<file path="config.mk">
export PLATFORM = sky130hd
export DESIGN_NAME = ide_read_seq
export DESIGN_NICKNAME = d
export VERILOG_FILES = /design/src/rtl/ide_rd_pkg.sv /design/src/rtl/ide_rd_poll_timer.sv /design/src/rtl/ide_rd_word_ctr.sv /design/src/rtl/ide_rd_out_slot.sv /design/src/rtl/ide_read_seq.sv
export SDC_FILE = /design/constraint.sdc
export NUM_CORES = 1
export LEC_CHECK = 0
export BUFFER_PORTS_ARGS = -buffer_cell sky130_fd_sc_hd__buf_2
export CORE_MARGIN = 2
export CORE_UTILIZATION = 45
export CTS_CLUSTER_DIAMETER = 150
export DETAILED_ROUTE_END_ITERATION = 7
export MAX_ROUTING_LAYER = met4
export PLACE_DENSITY = 0.76
export SLEW_MARGIN = 20
export SYNTH_ARGS = -nofsm -noshare
export SYNTH_HDL_FRONTEND = slang
export SYNTH_SLANG_ARGS = --single-unit
</file>
<file path="constraint.sdc">
create_clock -name clk -period 2.4 [get_ports clk]
set_clock_uncertainty 0.2 [all_clocks]
set_input_delay 0.36 -clock clk [delete_from_list [all_inputs] [get_ports clk]]
set_output_delay 0.36 -clock clk [all_outputs]
set_load 0.005 [all_outputs]
</file>
<file path="src/rtl/ide_rd_pkg.sv">
`timescale 1ns/1ps
package ide_rd_pkg;

  typedef enum logic [2:0] {
    SQ_IDLE, SQ_LOAD, SQ_POLL, SQ_DATA, SQ_ERRRD, SQ_CNT
  } seq_state_t;

  typedef enum logic [1:0] {
    RES_OK = 2'd0, RES_DEVERR = 2'd1, RES_TIMEOUT = 2'd2, RES_CNTERR = 2'd3
  } result_t;

  // register offsets decoded by the drive
  localparam logic [2:0] TF_DATA   = 3'd0;
  localparam logic [2:0] TF_ERROR  = 3'd1;
  localparam logic [2:0] TF_COUNT  = 3'd2;
  localparam logic [2:0] TF_SECTOR = 3'd3;
  localparam logic [2:0] TF_CYL_LO = 3'd4;
  localparam logic [2:0] TF_CYL_HI = 3'd5;
  localparam logic [2:0] TF_SELECT = 3'd6;
  localparam logic [2:0] TF_CMD    = 3'd7;

  // status bit positions
  localparam int SB_BUSY = 7;
  localparam int SB_DRQ  = 3;
  localparam int SB_ERR  = 0;

  localparam logic [7:0] CMD_READ_BASE = 8'h20;
  localparam logic [7:0] SEL_BASE      = 8'hA0;
  localparam logic [2:0] LOAD_LAST     = 3'd5;
  localparam logic [2:0] ERRRD_LAST    = 3'd4;

  // parameter registers first, command last
  function automatic logic [2:0] load_addr(input logic [2:0] idx);
    case (idx)
      3'd0:    load_addr = TF_COUNT;
      3'd1:    load_addr = TF_SECTOR;
      3'd2:    load_addr = TF_CYL_LO;
      3'd3:    load_addr = TF_CYL_HI;
      3'd4:    load_addr = TF_SELECT;
      default: load_addr = TF_CMD;
    endcase
  endfunction

  function automatic logic [2:0] errrd_addr(input logic [2:0] idx);
    case (idx)
      3'd0:    errrd_addr = TF_ERROR;
      3'd1:    errrd_addr = TF_SECTOR;
      3'd2:    errrd_addr = TF_CYL_LO;
      3'd3:    errrd_addr = TF_CYL_HI;
      default: errrd_addr = TF_SELECT;
    endcase
  endfunction

endpackage

</file>
<file path="src/rtl/ide_rd_poll_timer.sv">
`timescale 1ns/1ps
module ide_rd_poll_timer #(
  parameter int TMO_W = 20
) (
  input  logic             clk,
  input  logic             rst,
  input  logic             run,
  input  logic [TMO_W-1:0] limit,
  output logic             expired
);
  localparam logic [TMO_W-1:0] CNT_MAX = {TMO_W{1'b1}};

  logic [TMO_W-1:0] cnt;

  always_ff @(posedge clk) begin
    if (rst || !run) cnt <= '0;
    else if (cnt != CNT_MAX) cnt <= cnt + 1'b1;
  end

  assign expired = (cnt >= limit);

  // the count only grows while polling, one step per cycle
  p_step_r8: assert property (@(posedge clk) disable iff (rst)
    run && $past(run) && !$past(rst) && $past(cnt) != CNT_MAX |-> cnt == $past(cnt) + 1'b1);
endmodule

</file>
<file path="src/rtl/ide_rd_word_ctr.sv">
`timescale 1ns/1ps
module ide_rd_word_ctr #(
  parameter int WORDS = 256,
  parameter int CNT_W = 8
) (
  input  logic             clk,
  input  logic             rst,
  input  logic             load,
  input  logic [CNT_W-1:0] count_in,
  input  logic             word_step,
  output logic             last_word,
  output logic             no_more
);
  localparam int MAX_SECT = 1 << CNT_W;
  localparam int SEC_W    = CNT_W + 1;
  localparam int WRD_W    = $clog2(WORDS);

  logic [WRD_W-1:0] wcnt;
  logic [SEC_W-1:0] sec_left;

  always_ff @(posedge clk) begin
    if (rst) begin
      wcnt     <= '0;
      sec_left <= '0;
    end else if (load) begin
      wcnt     <= '0;
      sec_left <= (count_in == '0) ? SEC_W'(MAX_SECT) : SEC_W'(count_in);
    end else if (word_step) begin
      if (last_word) begin
        wcnt     <= '0;
        sec_left <= sec_left - 1'b1;
      end else begin
        wcnt <= wcnt + 1'b1;
      end
    end
  end

  assign last_word = (wcnt == WRD_W'(WORDS - 1));
  assign no_more   = (sec_left == '0);

  // a word is never read once all sectors are done
  p_sect_no_underflow_r5: assert property (@(posedge clk) disable iff (rst)
    word_step |-> !no_more);
endmodule

</file>
<file path="src/rtl/ide_rd_out_slot.sv">
`timescale 1ns/1ps
module ide_rd_out_slot #(
  parameter int W = 16
) (
  input  logic         clk,
  input  logic         rst,
  input  logic         load,
  input  logic [W-1:0] din,
  input  logic         last_in,
  input  logic         rdy,
  output logic         valid,
  output logic [W-1:0] dout,
  output logic         last_out,
  output logic         free
);
  always_ff @(posedge clk) begin
    if (rst) begin
      valid    <= 1'b0;
      dout     <= '0;
      last_out <= 1'b0;
    end else if (load) begin
      valid    <= 1'b1;
      dout     <= din;
      last_out <= last_in;
    end else if (rdy) begin
      valid <= 1'b0;
    end
  end

  assign free = !valid || rdy;

  // a held word stays put until taken
  p_hold_word_r6: assert property (@(posedge clk) disable iff (rst)
    valid && !rdy |=> valid && $stable(dout) && $stable(last_out));
endmodule

</file>
<file path="src/rtl/ide_read_seq.sv">
`timescale 1ns/1ps
module ide_read_seq
  import ide_rd_pkg::*;
#(
  parameter int DATA_W = 16,
  parameter int WORDS  = 256,
  parameter int CNT_W  = 8,
  parameter int TMO_W  = 20
) (
  input  logic              clk,
  input  logic              rst,
  input  logic              start,
  input  logic              no_retry,
  input  logic [15:0]       cyl,
  input  logic [3:0]        head,
  input  logic [7:0]        sector,
  input  logic              drive,
  input  logic [CNT_W-1:0]  count,
  input  logic [TMO_W-1:0]  poll_limit,
  output logic              bus_req,
  output logic              bus_we,
  output logic [2:0]        bus_addr,
  output logic [DATA_W-1:0] bus_wdata,
  input  logic              bus_ack,
  input  logic [DATA_W-1:0] bus_rdata,
  output logic              out_valid,
  output logic [DATA_W-1:0] out_data,
  output logic              out_last,
  input  logic              out_ready,
  output logic              active,
  output logic              done,
  output logic [1:0]        status,
  output logic [7:0]        err_code,
  output logic [15:0]       fail_cyl,
  output logic [3:0]        fail_head,
  output logic [7:0]        fail_sector
);
  localparam int PAD_W = DATA_W - 8;

  seq_state_t       state;
  logic [2:0]       idx;
  logic [7:0]       p_count, p_sector, p_sel, p_cmd;
  logic [15:0]      p_cyl;
  logic [TMO_W-1:0] p_limit;
  logic [7:0]       ld_val;
  logic [7:0]       st_byte;
  logic             acked, data_ack, take_start;
  logic             last_word, no_more, tmo_expired, slot_free;

  assign acked      = bus_req && bus_ack;
  assign data_ack   = acked && (state == SQ_DATA);
  assign take_start = start && (state == SQ_IDLE);
  assign st_byte    = bus_rdata[7:0];

  always_comb begin
    case (idx)
      3'd0:    ld_val = p_count;
      3'd1:    ld_val = p_sector;
      3'd2:    ld_val = p_cyl[7:0];
      3'd3:    ld_val = p_cyl[15:8];
      3'd4:    ld_val = p_sel;
      default: ld_val = p_cmd;
    endcase
  end

  ide_rd_word_ctr #(.WORDS(WORDS), .CNT_W(CNT_W)) u_words (
    .clk(clk), .rst(rst), .load(take_start), .count_in(count),
    .word_step(data_ack), .last_word(last_word), .no_more(no_more)
  );

  ide_rd_poll_timer #(.TMO_W(TMO_W)) u_timer (
    .clk(clk), .rst(rst), .run(state == SQ_POLL), .limit(p_limit),
    .expired(tmo_expired)
  );

  ide_rd_out_slot #(.W(DATA_W)) u_slot (
    .clk(clk), .rst(rst), .load(data_ack), .din(bus_rdata), .last_in(last_word),
    .rdy(out_ready), .valid(out_valid), .dout(out_data), .last_out(out_last),
    .free(slot_free)
  );

  always_ff @(posedge clk) begin
    if (rst) begin
      state       <= SQ_IDLE;
      idx         <= '0;
      bus_req     <= 1'b0;
      bus_we      <= 1'b0;
      bus_addr    <= '0;
      bus_wdata   <= '0;
      active      <= 1'b0;
      done        <= 1'b0;
      status      <= RES_OK;
      err_code    <= '0;
      fail_cyl    <= '0;
      fail_head   <= '0;
      fail_sector <= '0;
      p_count     <= '0;
      p_sector    <= '0;
      p_sel       <= '0;
      p_cmd       <= '0;
      p_cyl       <= '0;
      p_limit     <= '0;
    end else begin
      done <= 1'b0;
      case (state)
        SQ_IDLE: begin
          if (start) begin
            p_count     <= 8'(count);
            p_sector    <= sector;
            p_cyl       <= cyl;
            p_sel       <= SEL_BASE | {3'b000, drive, head};
            p_cmd       <= CMD_READ_BASE | {7'b0, no_retry};
            p_limit     <= poll_limit;
            idx         <= '0;
            active      <= 1'b1;
            err_code    <= '0;
            fail_cyl    <= '0;
            fail_head   <= '0;
            fail_sector <= '0;
            state       <= SQ_LOAD;
          end
        end
        SQ_LOAD: begin
          if (!bus_req) begin
            bus_req   <= 1'b1;
            bus_we    <= 1'b1;
            bus_addr  <= load_addr(idx);
            bus_wdata <= {{PAD_W{1'b0}}, ld_val};
          end else if (bus_ack) begin
            bus_req <= 1'b0;
            bus_we  <= 1'b0;
            if (idx == LOAD_LAST) state <= SQ_POLL;
            else idx <= idx + 1'b1;
          end
        end
        SQ_POLL: begin
          if (!bus_req) begin
            bus_req  <= 1'b1;
            bus_addr <= TF_CMD;
          end else if (bus_ack) begin
            bus_req <= 1'b0;
            if (!st_byte[SB_BUSY] && st_byte[SB_ERR]) begin
              idx   <= '0;
              state <= SQ_ERRRD;
            end else if (!st_byte[SB_BUSY] && no_more) begin
              state <= SQ_CNT;
            end else if (!st_byte[SB_BUSY] && st_byte[SB_DRQ]) begin
              state <= SQ_DATA;
            end else if (tmo_expired) begin
              status <= RES_TIMEOUT;
              done   <= 1'b1;
              active <= 1'b0;
              state  <= SQ_IDLE;
            end
          end
        end
        SQ_DATA: begin
          if (!bus_req) begin
            if (slot_free) begin
              bus_req  <= 1'b1;
              bus_addr <= TF_DATA;
            end
          end else if (bus_ack) begin
            bus_req <= 1'b0;
            if (last_word) state <= SQ_POLL;
          end
        end
        SQ_ERRRD: begin
          if (!bus_req) begin
            bus_req  <= 1'b1;
            bus_addr <= errrd_addr(idx);
          end else if (bus_ack) begin
            bus_req <= 1'b0;
            case (idx)
              3'd0:    err_code       <= st_byte;
              3'd1:    fail_sector    <= st_byte;
              3'd2:    fail_cyl[7:0]  <= st_byte;
              3'd3:    fail_cyl[15:8] <= st_byte;
              default: fail_head      <= st_byte[3:0];
            endcase
            if (idx == ERRRD_LAST) begin
              status <= RES_DEVERR;
              done   <= 1'b1;
              active <= 1'b0;
              state  <= SQ_IDLE;
            end else begin
              idx <= idx + 1'b1;
            end
          end
        end
        SQ_CNT: begin
          if (!bus_req) begin
            bus_req  <= 1'b1;
            bus_addr <= TF_COUNT;
          end else if (bus_ack) begin
            bus_req <= 1'b0;
            status  <= (st_byte == 8'h00) ? RES_OK : RES_CNTERR;
            done    <= 1'b1;
            active  <= 1'b0;
            state   <= SQ_IDLE;
          end
        end
        default: begin
          bus_req <= 1'b0;
          state   <= SQ_IDLE;
        end
      endcase
    end
  end

  // an access is held unchanged until acknowledged
  p_req_hold_r3: assert property (@(posedge clk) disable iff (rst)
    bus_req && !bus_ack |=> bus_req && $stable(bus_addr) && $stable(bus_we));

  // the command write comes only after the five parameter writes
  p_cmd_last_r1: assert property (@(posedge clk) disable iff (rst)
    bus_req && bus_we && bus_addr == TF_CMD |-> idx == LOAD_LAST);

  // a data read is only outstanding while the output slot is empty
  p_room_for_word_r6: assert property (@(posedge clk) disable iff (rst)
    bus_req && !bus_we && bus_addr == TF_DATA |-> !out_valid);

  // done is a single-cycle pulse
  p_done_pulse_r9: assert property (@(posedge clk) disable iff (rst)
    done |=> !done);
endmodule

</file>
==> results of run 1 <==
## where the power goes
group          leakage, nW  switching (mW)  total, mW  internal (mW)
Combinational         2.64            1.23       2.12          0.890
Clock                0.271            1.28       2.66           1.38
Sequential            1.41           0.206       3.37           3.16
## timing repair
action                                 in CTS  in global routing
endpoints found under the hold margin      59                  0
buffers inserted                            0                  3
hold buffers                               59                  0
setup endpoints to repair                   3                  7
pin swaps                                   0                  4
resized for setup                           1                  8
## kinds of logic after synthesis
family,Yosys count,synth area share
AO/OA/AOI/OAI,199,0.157
XOR/XNOR,23,0.0257
adder cells (fa/ha/maj),28,0.0446
buffers and inverters,95,0.0539
flip-flops,173,0.441
multiplexers,41,0.0524
other,1,0.000478
AND/OR/NAND/NOR,388,0.224
## synthesized netlist by cell type (3+ instances only)
master    count  area (sq um)
a222oi_1      9          90.1
nor3_1       14          70.1
a22oi_1      12          90.1
nor2_1       95           357
xor2_1       10          87.6
o21bai_1      3          22.5
inv_1        31           116
o211ai_1      6          45.0
xnor2_1      13           114
nand2_1     185           694
buf_2        14          70.1
clkbuf_1     37           139
nand4_1      12          75.1
ha_1         28           350
dfxtp_1     173          3460
and4_1        4          35.0
nand2b_1     13          81.3
buf_4        11          82.6
o21ai_1       5          25.0
nor4_1        8          50.1
o21a_1        3          22.5
mux2i_1      40           400
o21ai_2       3          26.3
nand3_1      11          55.1
and3_1        8          50.1
nor3_2        3          30.0
o21ai_0      18          90.1
a21oi_1     109           546
a211oi_1     11          82.6
nor2b_1       5          31.3
a31oi_1       3          18.8
and2_1       11          68.8
and4b_1       3          30.0
## metal layers
| metal | GRT usage | up-vias |
|---|---|---|
| met5 | - | - |
| met4 | 0.0793 | 0 |
| met3 | 0.0429 | 40 |
| met2 | 0.389 | 242 |
| met1 | 0.301 | 3513 |
| li1 | - | 3680 |
## metrics by stage
stage / setup TNS [ps] / instance area [sq um]
CTS: 0 / 10100
global route: -24.5 / 10200
detailed placement: -72.5 / 8940
global placement: 0 / 8940
floorplan: 0 / 7880
finish: 0 / 10200
## sequential cells by signal (all words and copies together), names as in the netlist, 9 cells and up
signal	count
fail_cyl	16
u_words.sec_left	9
u_slot.dout	16
p_cyl	16
p_limit	20
u_timer.cnt	20
## worst paths after layout
kind,from,end,slack [ps]
hold reg to reg,u_slot.dout[0]$_SDFFE_PP0P_,u_slot.dout[0]$_SDFFE_PP0P_,250
setup reg to reg,idx[1]$_SDFFE_PP0P_,state[0]$_SDFFE_PP0P_,120
hold / removal,cyl[5],p_cyl[5]$_SDFFE_PP0P_,10
setup / recovery,idx[1]$_SDFFE_PP0P_,state[0]$_SDFFE_PP0P_,120
## worst max-delay path, cell delays in order, from the launching register on
cell and delay (ps):
dfxtp_1 370, inv_2 110, ha_1 190, and2_4 170, a2bb2oi_1 180, o22ai_2 140
a311oi_2 390, buf_4 180, mux2i_1 170, nor2_1 50
## area by class of cell
type,count,share of cell area
Clock buffer,17,0.0419
Clock inverter,15,0.0145
Inverter,32,0.0118
Multi-Input combinational cell,687,0.396
Sequential cell,173,0.341
Tap cell,225,0.0277
Timing Repair Buffer,249,0.167
==> results.toml, run 1 <==
[outcome]
status = "completed"

[cells_and_area]
diodes = 0
final_cells = 1398
post-route-util = 0.592
multi_input_area_sq_um = 4030
fillCellCount = 1494
drive_above_1_share = 0.214
syn_to_final_growth_pct = 29.5
layout_commonest_cell = "nand2_1"
final_cell_mix = "nand2_1, dfxtp_1, buf_2, a21oi_1, nor2_1"
seq_area_sq_um = 3460
fin_nets = 1267

[drt]
vias = 7475
postRouteAntennaNets = 0
top_layer = "met4"
drt_iter0_drc = 539
wl_per_cell_um = 15.3
wl_um = 21300
wl_met1_um = 9250
routed_via_density = 5.35
first_pass_iters = 5
routed-wl-met3_um = 1260
routed-wl-met2_um = 10400
drc_errors = 0

[placed_design]
place_hpwl_um = 14100
io_buffers = 149
place_inst = 1304
pre_cts_slack_ps = -56.9
place.gp.congestion = 0.847

[yosys]
ys.flop_type = "dfxtp_1"
ys_ff_latch = 173
avgSynthCellArea_sq_um = 8.28
async_flop_share = 0
synth-edff-count = 0
ys_seq_area_frac = 0.441
synth_cells = 948
yosysWarningCount = 0
yosys.cell_types.count = 63
netlist_area_sq_um = 7850

[sta]
fin_crit_sh = 0.950
fin_hold_ws_ps = 10.2
relSlewSlack = 0.560
max_freq_mhz = 439
fin_crit_ps = 2280
layout_setup_ws_ps = 120
hold_violations = 0
setup_viol = 0
slew_violations = 0
worst_slew_pin_slew_ps = 650

[global_routing]
grtUsageTotal = 0.239
grt_overflow_total = 0
antenna_found_initial = 0
grt_pass1_vias = 7088
grt_start_max_net_pins = 144
grt_pass1_wl_um = 34400

[die]
fp-row-count = 48
fp.dieW_um = 136
core_area_sq_um = 17200
die_h_um = 136
pin_count = 158
dieArea_sq_um = 18500
start_util = 0.457

[clocking]
cts_made_buffers = 17
cts_tree = "done"
cts_htree_levels = 4
clock_latency_ps = 440
root_buffer = "clkbuf_16"
clk_pin_slew_worst_paths_ps = 70
clockBufferDepth = 2
clock_sinks = 173

[pwr]
p_total_mw = 8.15
power.density_nw_per_um2 = 802
total_leakage_power_nw = 4.32
peakVddDrop_uv = 544

[worst_setup_path]
worst_ep_required_time_ps = 2510
arrival_ps = 2390
start_kind = "flop"
cp-end-kind = "flop"
worstSetupPathType = "reg -> reg"
crit_fanout = 6
r2r_cells = 9

[hold_path]
hold_class = "in -> reg"
holdPathStages = 3

[run]
maxCapViolations = 0
Note: power is estimated with default switching activity, not from simulation.
==> run 2: changes to the inputs <==
--- a/config.mk
+++ b/config.mk
@@ -11,7 +11,7 @@
 export CTS_CLUSTER_DIAMETER = 150
 export DETAILED_ROUTE_END_ITERATION = 7
 export MAX_ROUTING_LAYER = met4
-export PLACE_DENSITY = 0.76
+export PLACE_DENSITY = 0.63
 export SLEW_MARGIN = 20
 export SYNTH_ARGS = -nofsm -noshare
 export SYNTH_HDL_FRONTEND = slang
==> results.toml, run 2 (synthesized netlist as in run 1, its figures left out) <==
[clocking]
clockBufferDepth = 2
clock_sinks = 173
clk_pin_slew_worst_paths_ps = 60
root_buffer = "clkbuf_16"
cts_tree = "done"
cts_htree_levels = 4
cts_made_buffers = 17
clock_latency_ps = 420

[worst_setup_path]
worstSetupPathType = "reg -> reg"
cp-end-kind = "flop"
start_kind = "flop"
r2r_slack_ps = 160
rr_startpoint = "u_timer.cnt[0]$_SDFFE_PP0P_"
crit_fanout = 4
rr_endpoint = "status[0]$_SDFFE_PP0P_"
arrival_ps = 2400
worst_ep_required_time_ps = 2560
r2r_cells = 8

[cells_and_area]
final_cells = 1402
syn_to_final_growth_pct = 29.4
fillCellCount = 1625
final_cell_mix = "nand2_1, dfxtp_1, buf_2, a21oi_1, nor2_1"
drive_above_1_share = 0.216
reg_top3 = "p_limit (20), u_timer.cnt (20)"
fin_nets = 1271
layout_commonest_cell = "nand2_1"
diodes = 0
post-route-util = 0.591

[placed_design]
place.gp.congestion = 0.817
io_buffers = 149
place_inst = 1311
place_hpwl_um = 14000

[die]
dieArea_sq_um = 18500
die_h_um = 136
fp.dieW_um = 136
core_area_sq_um = 17200
pin_count = 158
fp-row-count = 48
start_util = 0.457

[sta]
setup_viol = 0
fin_crit_sh = 0.935
relSlewSlack = 0.521
slew_violations = 0
fin_hold_ws_ps = 12.4
worst_slew_pin_slew_ps = 719
max_freq_mhz = 446
rsz0062_at_grt = "no"
fin_crit_ps = 2240
hold_violations = 0
fin_tns_setup_ps = 0

[global_routing]
grtUsageTotal = 0.228
grt_pass1_wl_um = 32700
antenna_found_initial = 0
grt_overflow_total = 0
grt_start_max_net_pins = 144
grt_pass1_vias = 6683

[run]
maxCapViolations = 0

[hold_path]
min_from = "poll_limit[18]"
min_to = "p_limit[18]$_SDFFE_PP0P_"
hold_class = "in -> reg"
holdPathStages = 3

[drt]
vias = 7176
drt_iter0_drc = 459
postRouteAntennaNets = 0
drc_errors = 0
routed_via_density = 5.12
wl_per_cell_um = 14.5
first_pass_iters = 7
wl_um = 20400

[pwr]
peakVddDrop_uv = 561
total_leakage_power_nw = 4.33
power.density_nw_per_um2 = 800

[outcome]
status = "completed"
-- run 2: cell count changes in the layout (fill, tap and decap cells not counted), sizes merged --
cell	before	now
bufinv	0	1
clkbuf	17	20
dlygate4sd3	59	57
clkinv	5	6
buf	190	196
inv	39	34
-- run 2: critical path, cell delays in order, from the launching register on --
cell	delay [ps]
dfxtp_2	330
inv_1	50
ha_1	250
nand2b_1	140
a2111o_1	370
a211oi_2	290
o21ai_2	150
o21ai_2	210
mux2i_1	190
-- run 2: area by class of cell --
cell class | instances | area (sq um) | area share
multi-input cells | 687 | 4010 | 0.395
well taps | 225 | 282 | 0.0277
clock buffers | 20 | 447 | 0.0440
flip-flops and latches | 173 | 3460 | 0.341
clock inverters | 12 | 114 | 0.0112
inverters | 32 | 120 | 0.0118
repair buffers | 253 | 1720 | 0.169
-- run 2: worst max-delay path by stage --
| stage | from | to | cells past startpoint |
|---|---|---|---|
| 2_1_floorplan | idx[1]$_SDFFE_PP0P_ | idx[1]$_SDFFE_PP0P_ | 9 |
| 3_3_place_gp | p_limit[11]$_SDFFE_PP0P_ | status[1]$_SDFFE_PP0P_ | 8 |
| 3_5_place_dp | p_limit[11]$_SDFFE_PP0P_ | status[1]$_SDFFE_PP0P_ | 8 |
| 4_1_cts | u_timer.cnt[0]$_SDFFE_PP0P_ | status[0]$_SDFFE_PP0P_ | 8 |
| 5_1_grt | p_limit[11]$_SDFFE_PP0P_ | status[1]$_SDFFE_PP0P_ | 8 |
| 6_report | u_timer.cnt[0]$_SDFFE_PP0P_ | status[0]$_SDFFE_PP0P_ | 8 |
-- run 2: layer usage --
metal / GRT usage / vias up / wire [um]
met2: 0.357 / 175 / 9590
li1: - / 3683 / -
met1: 0.301 / 3292 / 9570
met5: - / - / 0
met3: 0.0470 / 26 / 916
met4: 0.0579 / 0 / 313
-- run 2: per-stage QoR --
stage / setup slack, ps / cell area, sq um / power (mW)
5_1_grt: 13.0 / 10200 / 8.56
2_1_floorplan: 245 / 7880 / 4.72
3_5_place_dp: -39.7 / 8990 / 5.45
6_report: 157 / 10200 / 8.13
4_1_cts: 9.34 / 10100 / 8.16
3_3_place_gp: 32.4 / 8990 / 5.43
-- run 2: power breakdown --
part | switching, mW | internal, mW | total [mW]
clock | 1.17 | 1.47 | 2.63
combinational | 1.22 | 0.912 | 2.13
sequential | 0.198 | 3.16 | 3.36
-- run 2: what timing repair did --
| item | 4_1_cts | 5_1_grt |
|---|---|---|
| pin swaps | 0 | 6 |
| endpoints found under the setup margin | 3 | 7 |
| gates resized for setup | 1 | 6 |
| buffers inserted | 0 | 2 |
| hold endpoints to repair | 57 | 0 |
| hold buffers | 57 | 0 |
